==> config.mk <==
export PLATFORM = sky130hd
export DESIGN_NAME = exc_entry_seq
export DESIGN_NICKNAME = d
export VERILOG_FILES = /design/src/rtl/exc_entry_pkg.sv /design/src/rtl/exc_req_arb.sv /design/src/rtl/exc_gate_lookup.sv /design/src/rtl/exc_frame_word.sv /design/src/rtl/exc_entry_seq.sv
export SDC_FILE = /design/constraint.sdc
export NUM_CORES = 1
export LEC_CHECK = 0
export BUFFER_PORTS_ARGS = -buffer_cell sky130_fd_sc_hd__buf_2
export CAP_MARGIN = 10
export CORE_AREA = 2 2 226 228
export CTS_CLUSTER_DIAMETER = 60
export DETAILED_ROUTE_END_ITERATION = 7
export DIE_AREA = 0 0 228 230
export PLACE_DENSITY = 0.53
export SYNTH_ARGS = -nofsm -noshare
export SYNTH_HDL_FRONTEND = slang
export SYNTH_SLANG_ARGS = --single-unit
==> constraint.sdc <==
create_clock -name clk -period 4 [get_ports clk]
set_input_delay 0.4 -clock clk [delete_from_list [all_inputs] [get_ports clk]]
set_output_delay 0.4 -clock clk [all_outputs]
set_load 0.02 [all_outputs]
==> src/rtl/exc_entry_pkg.sv <==
// Package: shared types and flag positions for the exception entry sequencer.
// Assumes 32-bit flags with step at bit 8 and interrupt enable at bit 9.
package exc_entry_pkg;

    typedef enum logic [1:0] {
        EK_NONE,
        EK_FAULT,
        EK_TRAP,
        EK_INTR
    } ev_kind_e;

    typedef enum logic [2:0] {
        ST_IDLE,
        ST_FETCH,
        ST_WAIT,
        ST_PUSH,
        ST_FIN,
        ST_FAIL
    } seq_st_e;

    // Frame slots in push order; a kernel-mode entry starts at SL_FLAGS.
    typedef enum logic [2:0] {
        SL_OLD_SS,
        SL_OLD_ESP,
        SL_FLAGS,
        SL_CODE_SEL,
        SL_RET_IP
    } slot_e;

    localparam int unsigned FLAG_STEP_POS = 8;
    localparam int unsigned FLAG_IE_POS   = 9;
    localparam int unsigned DEBUG_VEC     = 1;

endpackage

==> src/rtl/exc_req_arb.sv <==
// Module: exc_req_arb
// Picks one event out of the requests present in a cycle, with fixed priority
// fault > explicit trap > single-step trap > enabled interrupt.
// Assumes the caller samples the result only while it is idle.
module exc_req_arb
    import exc_entry_pkg::*;
#(
    parameter int unsigned VEC_W = 8
) (
    input  logic             fault_req,
    input  logic [VEC_W-1:0] fault_vec,
    input  logic             trap_req,
    input  logic [VEC_W-1:0] trap_vec,
    input  logic             step_hit,
    input  logic             intr_req,
    input  logic [VEC_W-1:0] intr_vec,
    input  logic             intr_en,
    output ev_kind_e         pick_kind,
    output logic [VEC_W-1:0] pick_vec
);

    localparam logic [VEC_W-1:0] STEP_VEC = VEC_W'(DEBUG_VEC);

    // Fixed-priority choice of kind and vector.
    always_comb begin
        pick_kind = EK_NONE;
        pick_vec  = '0;
        if (fault_req) begin
            pick_kind = EK_FAULT;
            pick_vec  = fault_vec;
        end else if (trap_req) begin
            pick_kind = EK_TRAP;
            pick_vec  = trap_vec;
        end else if (step_hit) begin
            pick_kind = EK_TRAP;
            pick_vec  = STEP_VEC;
        end else if (intr_req && intr_en) begin
            pick_kind = EK_INTR;
            pick_vec  = intr_vec;
        end
    end

endmodule

==> src/rtl/exc_gate_lookup.sv <==
// Module: exc_gate_lookup
// Forms the descriptor address from the table base and vector, flags a vector
// whose descriptor would pass the table limit, and decodes a fetched gate into
// handler selector and offset. Assumes an 8-byte descriptor with the offset
// split into low and high halves around the selector and type fields.
module exc_gate_lookup #(
    parameter int unsigned VEC_W  = 8,
    parameter int unsigned WORD_W = 32,
    parameter int unsigned LIM_W  = 16,
    parameter int unsigned SEL_W  = 16,
    parameter int unsigned DESC_W = 64
) (
    input  logic [VEC_W-1:0]        vec,
    input  logic [LIM_W+WORD_W-1:0] idtr,
    input  logic [DESC_W-1:0]       desc,
    output logic [WORD_W-1:0]       gate_addr,
    output logic                    over_limit,
    output logic [SEL_W-1:0]        hnd_sel,
    output logic [WORD_W-1:0]       hnd_off
);

    localparam int unsigned DESC_BYTES = DESC_W / 8;
    localparam int unsigned SCALE_SH   = $clog2(DESC_BYTES);
    localparam int unsigned IDX_W      = LIM_W + 1;
    localparam int unsigned HALF       = WORD_W / 2;

    logic [WORD_W-1:0] tbl_base;
    logic [LIM_W-1:0]  tbl_lim;
    logic [IDX_W-1:0]  last_byte;
    logic [DESC_W-HALF-SEL_W-HALF-1:0] gate_type_unused;

    // Split the table register into base and limit.
    always_comb begin
        tbl_base = idtr[LIM_W +: WORD_W];
        tbl_lim  = idtr[LIM_W-1:0];
    end

    // Descriptor address and limit test on the last descriptor byte.
    always_comb begin
        gate_addr  = tbl_base + (WORD_W'(vec) << SCALE_SH);
        last_byte  = (IDX_W'(vec) << SCALE_SH) + IDX_W'(DESC_BYTES - 1);
        over_limit = last_byte > IDX_W'(tbl_lim);
    end

    // Gate decode: offset halves and code selector; type bits are not used.
    always_comb begin
        hnd_off          = {desc[DESC_W-1 -: HALF], desc[HALF-1:0]};
        hnd_sel          = desc[HALF +: SEL_W];
        gate_type_unused = desc[HALF+SEL_W +: DESC_W-HALF-SEL_W-HALF];
    end

endmodule

==> src/rtl/exc_frame_word.sv <==
// Module: exc_frame_word
// Selects the word to push for a given frame slot, zero-extending selectors.
// Assumes the slot sequence is driven by the caller.
module exc_frame_word
    import exc_entry_pkg::*;
#(
    parameter int unsigned WORD_W = 32,
    parameter int unsigned SEL_W  = 16
) (
    input  slot_e             slot,
    input  logic [SEL_W-1:0]  old_ss,
    input  logic [WORD_W-1:0] old_esp,
    input  logic [WORD_W-1:0] flags,
    input  logic [SEL_W-1:0]  code_sel,
    input  logic [WORD_W-1:0] ret_ip,
    output logic [WORD_W-1:0] word
);

    // Slot to data mux.
    always_comb begin
        case (slot)
            SL_OLD_SS:   word = WORD_W'(old_ss);
            SL_OLD_ESP:  word = old_esp;
            SL_FLAGS:    word = flags;
            SL_CODE_SEL: word = WORD_W'(code_sel);
            default:     word = ret_ip;
        endcase
    end

endmodule

==> src/rtl/exc_entry_seq.sv <==
// Module: exc_entry_seq (top)
// Sequences entry into an exception or interrupt handler: arbitration, table
// limit check, one descriptor read, frame pushes on the kernel or current
// stack, then a done pulse with the handler's selector, offset and stack.
// Assumes the read port answers with rd_valid some cycles after rd_req and the
// write port accepts one word per cycle. Requests are looked at only when idle.
module exc_entry_seq
    import exc_entry_pkg::*;
#(
    parameter int unsigned VEC_W  = 8,
    parameter int unsigned WORD_W = 32,
    parameter int unsigned SEL_W  = 16,
    parameter int unsigned LIM_W  = 16,
    parameter int unsigned DESC_W = 64
) (
    input  logic                    clk,
    input  logic                    rst_n,
    input  logic                    fault_req,
    input  logic [VEC_W-1:0]        fault_vec,
    input  logic                    trap_req,
    input  logic [VEC_W-1:0]        trap_vec,
    input  logic                    intr_req,
    input  logic [VEC_W-1:0]        intr_vec,
    input  logic                    insn_retire,
    input  logic [WORD_W-1:0]       cur_eip,
    input  logic [WORD_W-1:0]       next_eip,
    input  logic [SEL_W-1:0]        cur_cs,
    input  logic [WORD_W-1:0]       cur_eflags,
    input  logic [SEL_W-1:0]        cur_ss,
    input  logic [WORD_W-1:0]       cur_esp,
    input  logic                    user_mode,
    input  logic [LIM_W+WORD_W-1:0] idtr,
    input  logic [SEL_W-1:0]        tss_ss,
    input  logic [WORD_W-1:0]       tss_esp,
    output logic                    rd_req,
    output logic [WORD_W-1:0]       rd_addr,
    input  logic                    rd_valid,
    input  logic [DESC_W-1:0]       rd_data,
    output logic                    wr_en,
    output logic [WORD_W-1:0]       wr_addr,
    output logic [WORD_W-1:0]       wr_data,
    output logic                    busy,
    output logic                    done,
    output logic                    err,
    output logic [SEL_W-1:0]        new_cs,
    output logic [WORD_W-1:0]       new_eip,
    output logic [SEL_W-1:0]        new_ss,
    output logic [WORD_W-1:0]       new_esp,
    output logic [WORD_W-1:0]       new_eflags
);

    localparam logic [WORD_W-1:0] PUSH_STEP = WORD_W'(WORD_W / 8);

    seq_st_e           st;
    slot_e             slot_q;
    ev_kind_e          pick_kind;
    logic [VEC_W-1:0]  pick_vec;
    logic              accept;
    logic              over_limit;
    logic [WORD_W-1:0] gate_addr;
    logic [SEL_W-1:0]  hnd_sel;
    logic [WORD_W-1:0] hnd_off;
    logic [WORD_W-1:0] frame_word;

    logic [WORD_W-1:0] ret_q;
    logic [SEL_W-1:0]  cs_q;
    logic [WORD_W-1:0] efl_q;
    logic [SEL_W-1:0]  old_ss_q;
    logic [WORD_W-1:0] old_esp_q;
    logic [SEL_W-1:0]  stk_ss_q;
    logic [WORD_W-1:0] esp_q;
    logic [WORD_W-1:0] gaddr_q;
    logic [DESC_W-1:0] desc_q;

    exc_req_arb #(
        .VEC_W (VEC_W)
    ) u_arb (
        .fault_req (fault_req),
        .fault_vec (fault_vec),
        .trap_req  (trap_req),
        .trap_vec  (trap_vec),
        .step_hit  (insn_retire && cur_eflags[FLAG_STEP_POS]),
        .intr_req  (intr_req),
        .intr_vec  (intr_vec),
        .intr_en   (cur_eflags[FLAG_IE_POS]),
        .pick_kind (pick_kind),
        .pick_vec  (pick_vec)
    );

    exc_gate_lookup #(
        .VEC_W  (VEC_W),
        .WORD_W (WORD_W),
        .LIM_W  (LIM_W),
        .SEL_W  (SEL_W),
        .DESC_W (DESC_W)
    ) u_gate (
        .vec        (pick_vec),
        .idtr       (idtr),
        .desc       (desc_q),
        .gate_addr  (gate_addr),
        .over_limit (over_limit),
        .hnd_sel    (hnd_sel),
        .hnd_off    (hnd_off)
    );

    exc_frame_word #(
        .WORD_W (WORD_W),
        .SEL_W  (SEL_W)
    ) u_frame (
        .slot     (slot_q),
        .old_ss   (old_ss_q),
        .old_esp  (old_esp_q),
        .flags    (efl_q),
        .code_sel (cs_q),
        .ret_ip   (ret_q),
        .word     (frame_word)
    );

    // Accept a picked event only while idle.
    always_comb accept = (st == ST_IDLE) && (pick_kind != EK_NONE);

    // Sequencer state: idle, fetch, wait for descriptor, push, finish or fail.
    always_ff @(posedge clk) begin
        if (!rst_n) begin
            st <= ST_IDLE;
        end else begin
            case (st)
                ST_IDLE:  if (accept) st <= over_limit ? ST_FAIL : ST_FETCH;
                ST_FETCH: st <= ST_WAIT;
                ST_WAIT:  if (rd_valid) st <= ST_PUSH;
                ST_PUSH:  if (slot_q == SL_RET_IP) st <= ST_FIN;
                default:  st <= ST_IDLE;
            endcase
        end
    end

    // Capture the return state and pick the starting stack on acceptance.
    always_ff @(posedge clk) begin
        if (!rst_n) begin
            ret_q     <= '0;
            cs_q      <= '0;
            efl_q     <= '0;
            old_ss_q  <= '0;
            old_esp_q <= '0;
            stk_ss_q  <= '0;
            gaddr_q   <= '0;
        end else if (accept) begin
            ret_q     <= (pick_kind == EK_FAULT) ? cur_eip : next_eip;
            cs_q      <= cur_cs;
            efl_q     <= cur_eflags;
            old_ss_q  <= cur_ss;
            old_esp_q <= cur_esp;
            stk_ss_q  <= user_mode ? tss_ss : cur_ss;
            gaddr_q   <= gate_addr;
        end
    end

    // Frame slot counter: user entries start at the old stack selector.
    always_ff @(posedge clk) begin
        if (!rst_n) begin
            slot_q <= SL_FLAGS;
        end else if (accept) begin
            slot_q <= user_mode ? SL_OLD_SS : SL_FLAGS;
        end else if (st == ST_PUSH && slot_q != SL_RET_IP) begin
            slot_q <= slot_e'(slot_q + 3'd1);
        end
    end

    // Working stack pointer: load on acceptance, step down on each push.
    always_ff @(posedge clk) begin
        if (!rst_n) begin
            esp_q <= '0;
        end else if (accept) begin
            esp_q <= user_mode ? tss_esp : cur_esp;
        end else if (st == ST_PUSH) begin
            esp_q <= esp_q - PUSH_STEP;
        end
    end

    // Hold the fetched gate descriptor.
    always_ff @(posedge clk) begin
        if (!rst_n) begin
            desc_q <= '0;
        end else if (st == ST_WAIT && rd_valid) begin
            desc_q <= rd_data;
        end
    end

    // Port drive from state.
    always_comb begin
        rd_req  = (st == ST_FETCH);
        rd_addr = gaddr_q;
        wr_en   = (st == ST_PUSH);
        wr_addr = esp_q - PUSH_STEP;
        wr_data = frame_word;
        busy    = (st != ST_IDLE);
        done    = (st == ST_FIN);
        err     = (st == ST_FAIL);
    end

    // Handler-side results; step flag cleared in the working flags.
    always_comb begin
        new_cs     = hnd_sel;
        new_eip    = hnd_off;
        new_ss     = stk_ss_q;
        new_esp    = esp_q;
        new_eflags = efl_q;
        new_eflags[FLAG_STEP_POS] = 1'b0;
    end

    // a lone interrupt with enable clear leaves the block idle.
    a_r1_masked_intr: assert property (@(posedge clk) disable iff (!rst_n)
        (!busy && intr_req && !fault_req && !trap_req && !insn_retire
         && !cur_eflags[FLAG_IE_POS]) |=> !busy);

    // consecutive pushes go down by one word.
    a_r5_push_step: assert property (@(posedge clk) disable iff (!rst_n)
        (wr_en && $past(wr_en)) |-> (wr_addr == $past(wr_addr) - PUSH_STEP));

    // the descriptor read strobe lasts a single cycle.
    a_r6_single_read: assert property (@(posedge clk) disable iff (!rst_n)
        rd_req |=> !rd_req);

    // a limit error carries no write and no completion.
    a_r7_err_quiet: assert property (@(posedge clk) disable iff (!rst_n)
        err |-> (!wr_en && !done && !rd_req));

    // the sequence after an error returns to idle without a read.
    a_r7_err_ends: assert property (@(posedge clk) disable iff (!rst_n)
        err |=> (!busy && !rd_req));

    // the handler never starts with the step flag set.
    a_r9_step_clear: assert property (@(posedge clk) disable iff (!rst_n)
        done |-> !new_eflags[FLAG_STEP_POS]);

    // done is a single pulse followed by idle.
    a_r10_done_pulse: assert property (@(posedge clk) disable iff (!rst_n)
        done |=> (!done && !busy));

endmodule

=== After elaboration in Yosys (flattened, before gate mapping) ===
Cells that the tools add are included.

* $add $sub $neg: 4
* Order comparisons: 1
* Eq/ne operators: 14
* Multiplexer cells: 22
* Reductions and logical operators: 12

{| class="wikitable"
|+ Operator list
! operator !! number
|-
| two-way mux 32 bit || 4
|-
| one-hot mux 32 bit (4 select lines) || 1
|-
| adder 32 x 11 -> 32 bit || 1
|-
| two-way mux 8 bit || 4
|-
| subtractor 32 x 3 -> 32 bit (second input constant) || 1
|-
| two-way mux 3 bit || 6
|-
| > comparator 12 x 16 -> 1 bit || 1
|-
| two-way mux 16 bit || 1
|-
| adder 11 x 3 -> 12 bit (second input constant) || 1
|-
| equality test 3 x 2 -> 1 bit (second input constant) || 4
|-
| one-hot mux 3 bit (4 select lines) || 1
|-
| two-way mux 2 bit || 5
|-
| equality test 3 bit (second input constant) || 3
|-
| equality test 3 x 1 -> 1 bit (second input constant) || 2
|-
| zero test 3 bit || 2
|-
| nonzero test 2 bit || 3
|-
| logical AND 1 bit || 5
|-
| inequality test 2 bit (second input constant) || 2
|-
| adder 3 x 1 -> 3 bit (second input constant) || 1
|-
| inequality test 3 bit (second input constant) || 1
|-
| AND reduction 3 bit || 1
|-
| nonzero test 3 bit || 1
|-
| equality test 2 x 1 -> 1 bit (second input constant) || 1
|-
| inequality test 2 x 1 -> 1 bit (second input constant) || 1
|}

* Register bits after elaboration: 278
* Input port bits: 352
* Output and inout port bits: 229
* Word-level logic and storage cells: 64

=== Depth between registers and ports, before layout ===
* Word-level depth: 10
* Mapped depth: 14
* Mapped depth without buffers: 11

=== Modules after synthesis ===
Synthesis repeated with hierarchy kept, for this count alone.

* Cells, all modules: 1856
* Area, all modules: 14808.0 um^2

{| class="wikitable"
|+ By module, submodules not included
! module !! times used !! cells each !! area each (um^2) !! sequential area each (um^2)
|-
| exc_entry_seq || 1 || 1477 || 11957.7 || 5565.3
|-
| exc_gate_lookup || 1 || 197 || 1505.2 || 0.0
|-
| exc_frame_word || 1 || 149 || 1132.3 || 0.0
|-
| exc_req_arb || 1 || 33 || 212.7 || 0.0
|}

=== Worst setup path after synthesis ===
OpenSTA, ideal clock, no wires.

* Path kind: input to register
* From: input port trap_req
* To: register gaddr_q[25], in the netlist rd_addr[25]
* Library setup time: 74 ps
* Arrival time: 3439 ps
* Required time: 3926 ps
* Path slack: 487 ps
* Stages: 14
* Buffers on the path: 3
* Cell sequence: clkbuf_1 > a21oi_1 > and3_1 > clkbuf_1 > a22oi_1 > o21ai_0 > inv_1 > fa_1 > nand2b_1 > a21oi_1 > o21ai_0 > clkbuf_1 > or4_1 > a31oi_1

* Word-level cells in the longest chain between the ends: 4
* Elaborated cells on any way between the ends: 7
* Those cells by class: 1 x add/sub; 4 x mux; 2 x reduce/logical

{| class="wikitable"
|+ Ends and longest elaborated chain
! element !! line !! RTL
|-
| start: declaration || exc_entry_seq.sv:20 || <nowiki>input logic trap_req,</nowiki>
|-
| parallel branches: the longest is 4 deep, another holds adder 32 x 11 -> 32 bit || -- ||
|-
| end signal: assignment || exc_entry_seq.sv:154 || <nowiki>gaddr_q <= gate_addr;</nowiki>
|-
| end: declaration || exc_entry_seq.sv:72 || <nowiki>logic [WORD_W-1:0] gaddr_q;</nowiki>
|}

Parallel ways; which one is timed is not known.
A chain may end at the register's enable or synchronous reset.

=== Worst setup path after layout ===
* From: register slot_q[2]
* To: output port wr_data[9]

* Word-level cells in the longest chain between the ends: 2
* Elaborated cells on any way between the ends: 5
* Those cells by class: 3 x eq/ne; 1 x mux; 1 x reduce/logical

{| class="wikitable"
|+ Ends and longest elaborated chain
! element !! line !! RTL
|-
| start: declaration || exc_entry_seq.sv:55 || <nowiki>slot_e slot_q;</nowiki>
|-
| start signal: assignment || exc_entry_seq.sv:163 || <nowiki>slot_q <= user_mode ? SL_OLD_SS : SL_FLAGS;</nowiki>
|-
| start signal: assignment || exc_entry_seq.sv:165 || <nowiki>slot_q <= slot_e'(slot_q + 3'd1);</nowiki>
|-
| equality test 3 x 2 -> 1 bit, or another cell as far along || exc_frame_word.sv:21 || <nowiki>case (slot)</nowiki>
|-
| one-hot mux 32 bit (4 select lines) (*) || exc_frame_word.sv:21 ||
|-
| end: declaration || exc_entry_seq.sv:41 || <nowiki>output logic [WORD_W-1:0] wr_data,</nowiki>
|}

Mark *: on every way between the ends. The rest lies on a longest branch, timed or not.

==> results.toml <==
[outcome]
status = "finished, final reports clean"

[synthesis]
synth-main-ff-cell = "dfxtp_1"
syn_area_per_cell_um2 = 7.88
syn_area_mm2 = 0.0129
syn-instance-count = 1640
synth-seq-cells = 262
ys_types = 54
yosysSeqAreaShare_pct = 40.6
ys_async_sr_fraction_pct = 0
yosysWarningCount = 0
syn-num-nets = 2015
synth-edff-count = 0

[finish]
syn2layout_area_growth_pct = 33.3
final_common_cell = "buf_2"
drive_gt1_share_pct = 31.8
final_area_mm2 = 0.0172
n_fill_cell = 5368
final_cell_mix = "buf_2, nand2_1, dfxtp_1"
nNetsFinal = 2473
final_util_pct = 34.6

[routing]
drcViolationCount = 0
antenna_left = 0
drtIter0Drc = 843
wire_per_inst_um = 19.5
firstDrtPassIters = 8
wirelength_um = 54400
route.vias.total = 13650
via_per_inst = 4.89

[die]
core_mm2 = 0.0499
start_util_pct = 25.9
pin_count = 581
die_w_um = 228
row_count = 82
die_height_um = 230
fp.dieArea_mm2 = 0.0524

[clock_network]
cts_tree = "done"
cts_buffers = 36
cts_root_buffer = "clkbuf_16"
clockBufferDepth = 3
insertion_delay_ns = 0.55
holdBufCountCts = 0
cts_htree_levels = 2
cts.sinks = 262
clk_pin_slew_ns = 0.06

[sta]
rsz0062_at_grt = "false"
drv_slew = 0
slew_headroom_pct = 26.5
fmax_mhz = 271
hold_viol = 0
worst_slew_pin_slew_ns = 1.10
fin_crit_sh_pct = 92.3
fin_crit_ns = 3.69
finalSetupTns_ns = 0
setup_viol = 0
fin_ws_ns = 0.308
finClkSkew_ns = 0.0129
whs_ns = 0.0907

[global_routing]
grt_pass1_wl_um = 80900
grt_remaining_overflow = 0
grt_start_max_net_pins = 93
track_usage_pct = 19.8
grt_pass1_vias = 13359
antenna_found_initial = 3

[power_and_ir_drop]
leakagePower_nw = 7.90
cellPowerDensity_mw_per_mm2 = 597
peakVddDrop_mv = 0.279

[worst_setup_path]
cpPeakStageDelay_ns = 1.10
worstSetupStartpointType = "flip-flop"
reg2reg_slack_ns = 1.21
cp.required_ns = 3.60
endpoint_kind = "output port"
path_buf_inv = 2
r2r-end = "new_esp[16]"
cp_cell_sequence = "inv_1 > ha_1 > or4_1 > nor2_1 > a31oi_1 > buf_2"
path_class = "reg2out"
critPathMaxFanout = 32
timing.rr.start = "new_esp[2]"
r2r_cells = 7
cp_slowest_cell = "or4_1"
cp.arrival_ns = 3.29
cp_top_family = "simple AND/OR/NAND/NOR gates"

[min_path]
min_from = "cur_eflags[6]"
min_to = "efl_q[6]"
hold_depth = 3
hold_path_class = "in2reg"

[placed_design]
dp_hpwl_um = 40900
place.gp.congestion = 0.892
pre_cts_slack_ns = 0.465
io_buffers = 563
place_area_mm2 = 0.0161

[job]
max_cap_violations = 0
==> metrics by stage <==
stage | instances | power (mW)
floorplan | 1640 | 5.88
finish | 2794 | 10.3
global placement | 2732 | 7.25
global route | 2794 | 10.9
detailed placement | 2732 | 7.29
CTS | 2792 | 10.4
==> tightest hold or removal path, delay by kind of cell <==
family	cells	cell delay (ns)
buffers and inverters	1	0.10
and+or+nand+nor	1	0.04
AOI/OAI and AO/OA	1	0.05
==> final cells by class <==
cell class                 instances  area, um2  area share [%]
multi-input combinational       1166       6810            39.5
sequential                       262       5250            30.4
timing repair buffer             589       3050            17.7
clock buffer                      50       1000            5.82
tap                              672        841            4.88
inverter                          43        169           0.980
clock inverter                    10        106           0.617
antenna                            2       5.00          0.0290
==> timing repair <==
action	CTS	global route
resized for setup	0	1
buffers inserted	0	0
setup endpoints to repair	0	2
==> routing by layer <==
metal | wire [um] | track usage (%) | vias to the layer above
met3 | 3350 | 3.92 | 61
met1 | 23300 | 24.8 | 6454
met5 | 0 | 0 | -
li1 | - | - | 6620
met2 | 26500 | 34.4 | 515
met4 | 1190 | 5.78 | 0
==> Yosys cell counts (all sizes together), types with 17 or more instances <==
cell type | instances | area [um2]
a211oi | 59 | 443
a21oi | 199 | 996
a22oi | 39 | 293
a31oi | 30 | 188
buf | 47 | 315
clkbuf | 122 | 458
dfxtp | 262 | 5250
ha | 22 | 275
inv | 43 | 161
mux2 | 17 | 191
mux2i | 66 | 661
nand2 | 339 | 1270
nand3 | 19 | 95.1
nor2 | 112 | 420
o21ai | 55 | 275
xnor2 | 20 | 175
xor2 | 32 | 280
==> sequential cells by signal, indices dropped and copies added, names as in the netlist <==
signal / flops
cs_q: 16
desc_q: 48
efl_q: 32
new_esp: 32
new_ss: 16
old_esp_q: 32
old_ss_q: 16
rd_addr: 32
ret_q: 32
slot_q: 3
st: 3
==> how the worst max path moves through the flow <==
stage | startpoint | to | slack (ns) | cells after the start
after detailed placement | trap_req | rd_addr[29] | 0.47 | 14
after floorplan | trap_req | rd_addr[25] | 0.49 | 14
final | slot_q[2] | wr_data[9] | 0.31 | 6
after global routing | slot_q[2] | wr_data[9] | 0.04 | 6
after global placement | trap_req | rd_addr[29] | 0.49 | 14
after CTS | new_esp[2] | wr_addr[28] | 0.19 | 8
==> report_power, final <==
group | leakage (nW) | total [mW] | internal, mW | switching (mW)
sequential | 2.16 | 3.47 | 3.08 | 0.387
combinational | 5.20 | 3.75 | 1.25 | 2.50
clock | 0.536 | 3.08 | 1.82 | 1.26
total | 7.90 | 10.3 | 6.15 | 4.15
==> logic make-up after synthesis <==
kind of cell             Yosys count  share of synthesized area [%]
adder cells (fa/ha/maj)           23                           2.28
multiplexers                      83                           6.59
AND/OR/NAND/NOR                  559                           18.5
AO/OA/AOI/OAI                    448                           21.3
flip-flops                       262                           40.6
buffers and inverters            212                           7.23
other                              1                         0.0290
XOR/XNOR                          52                           3.52
No activity file was read; power rests on OpenSTA's default activity.
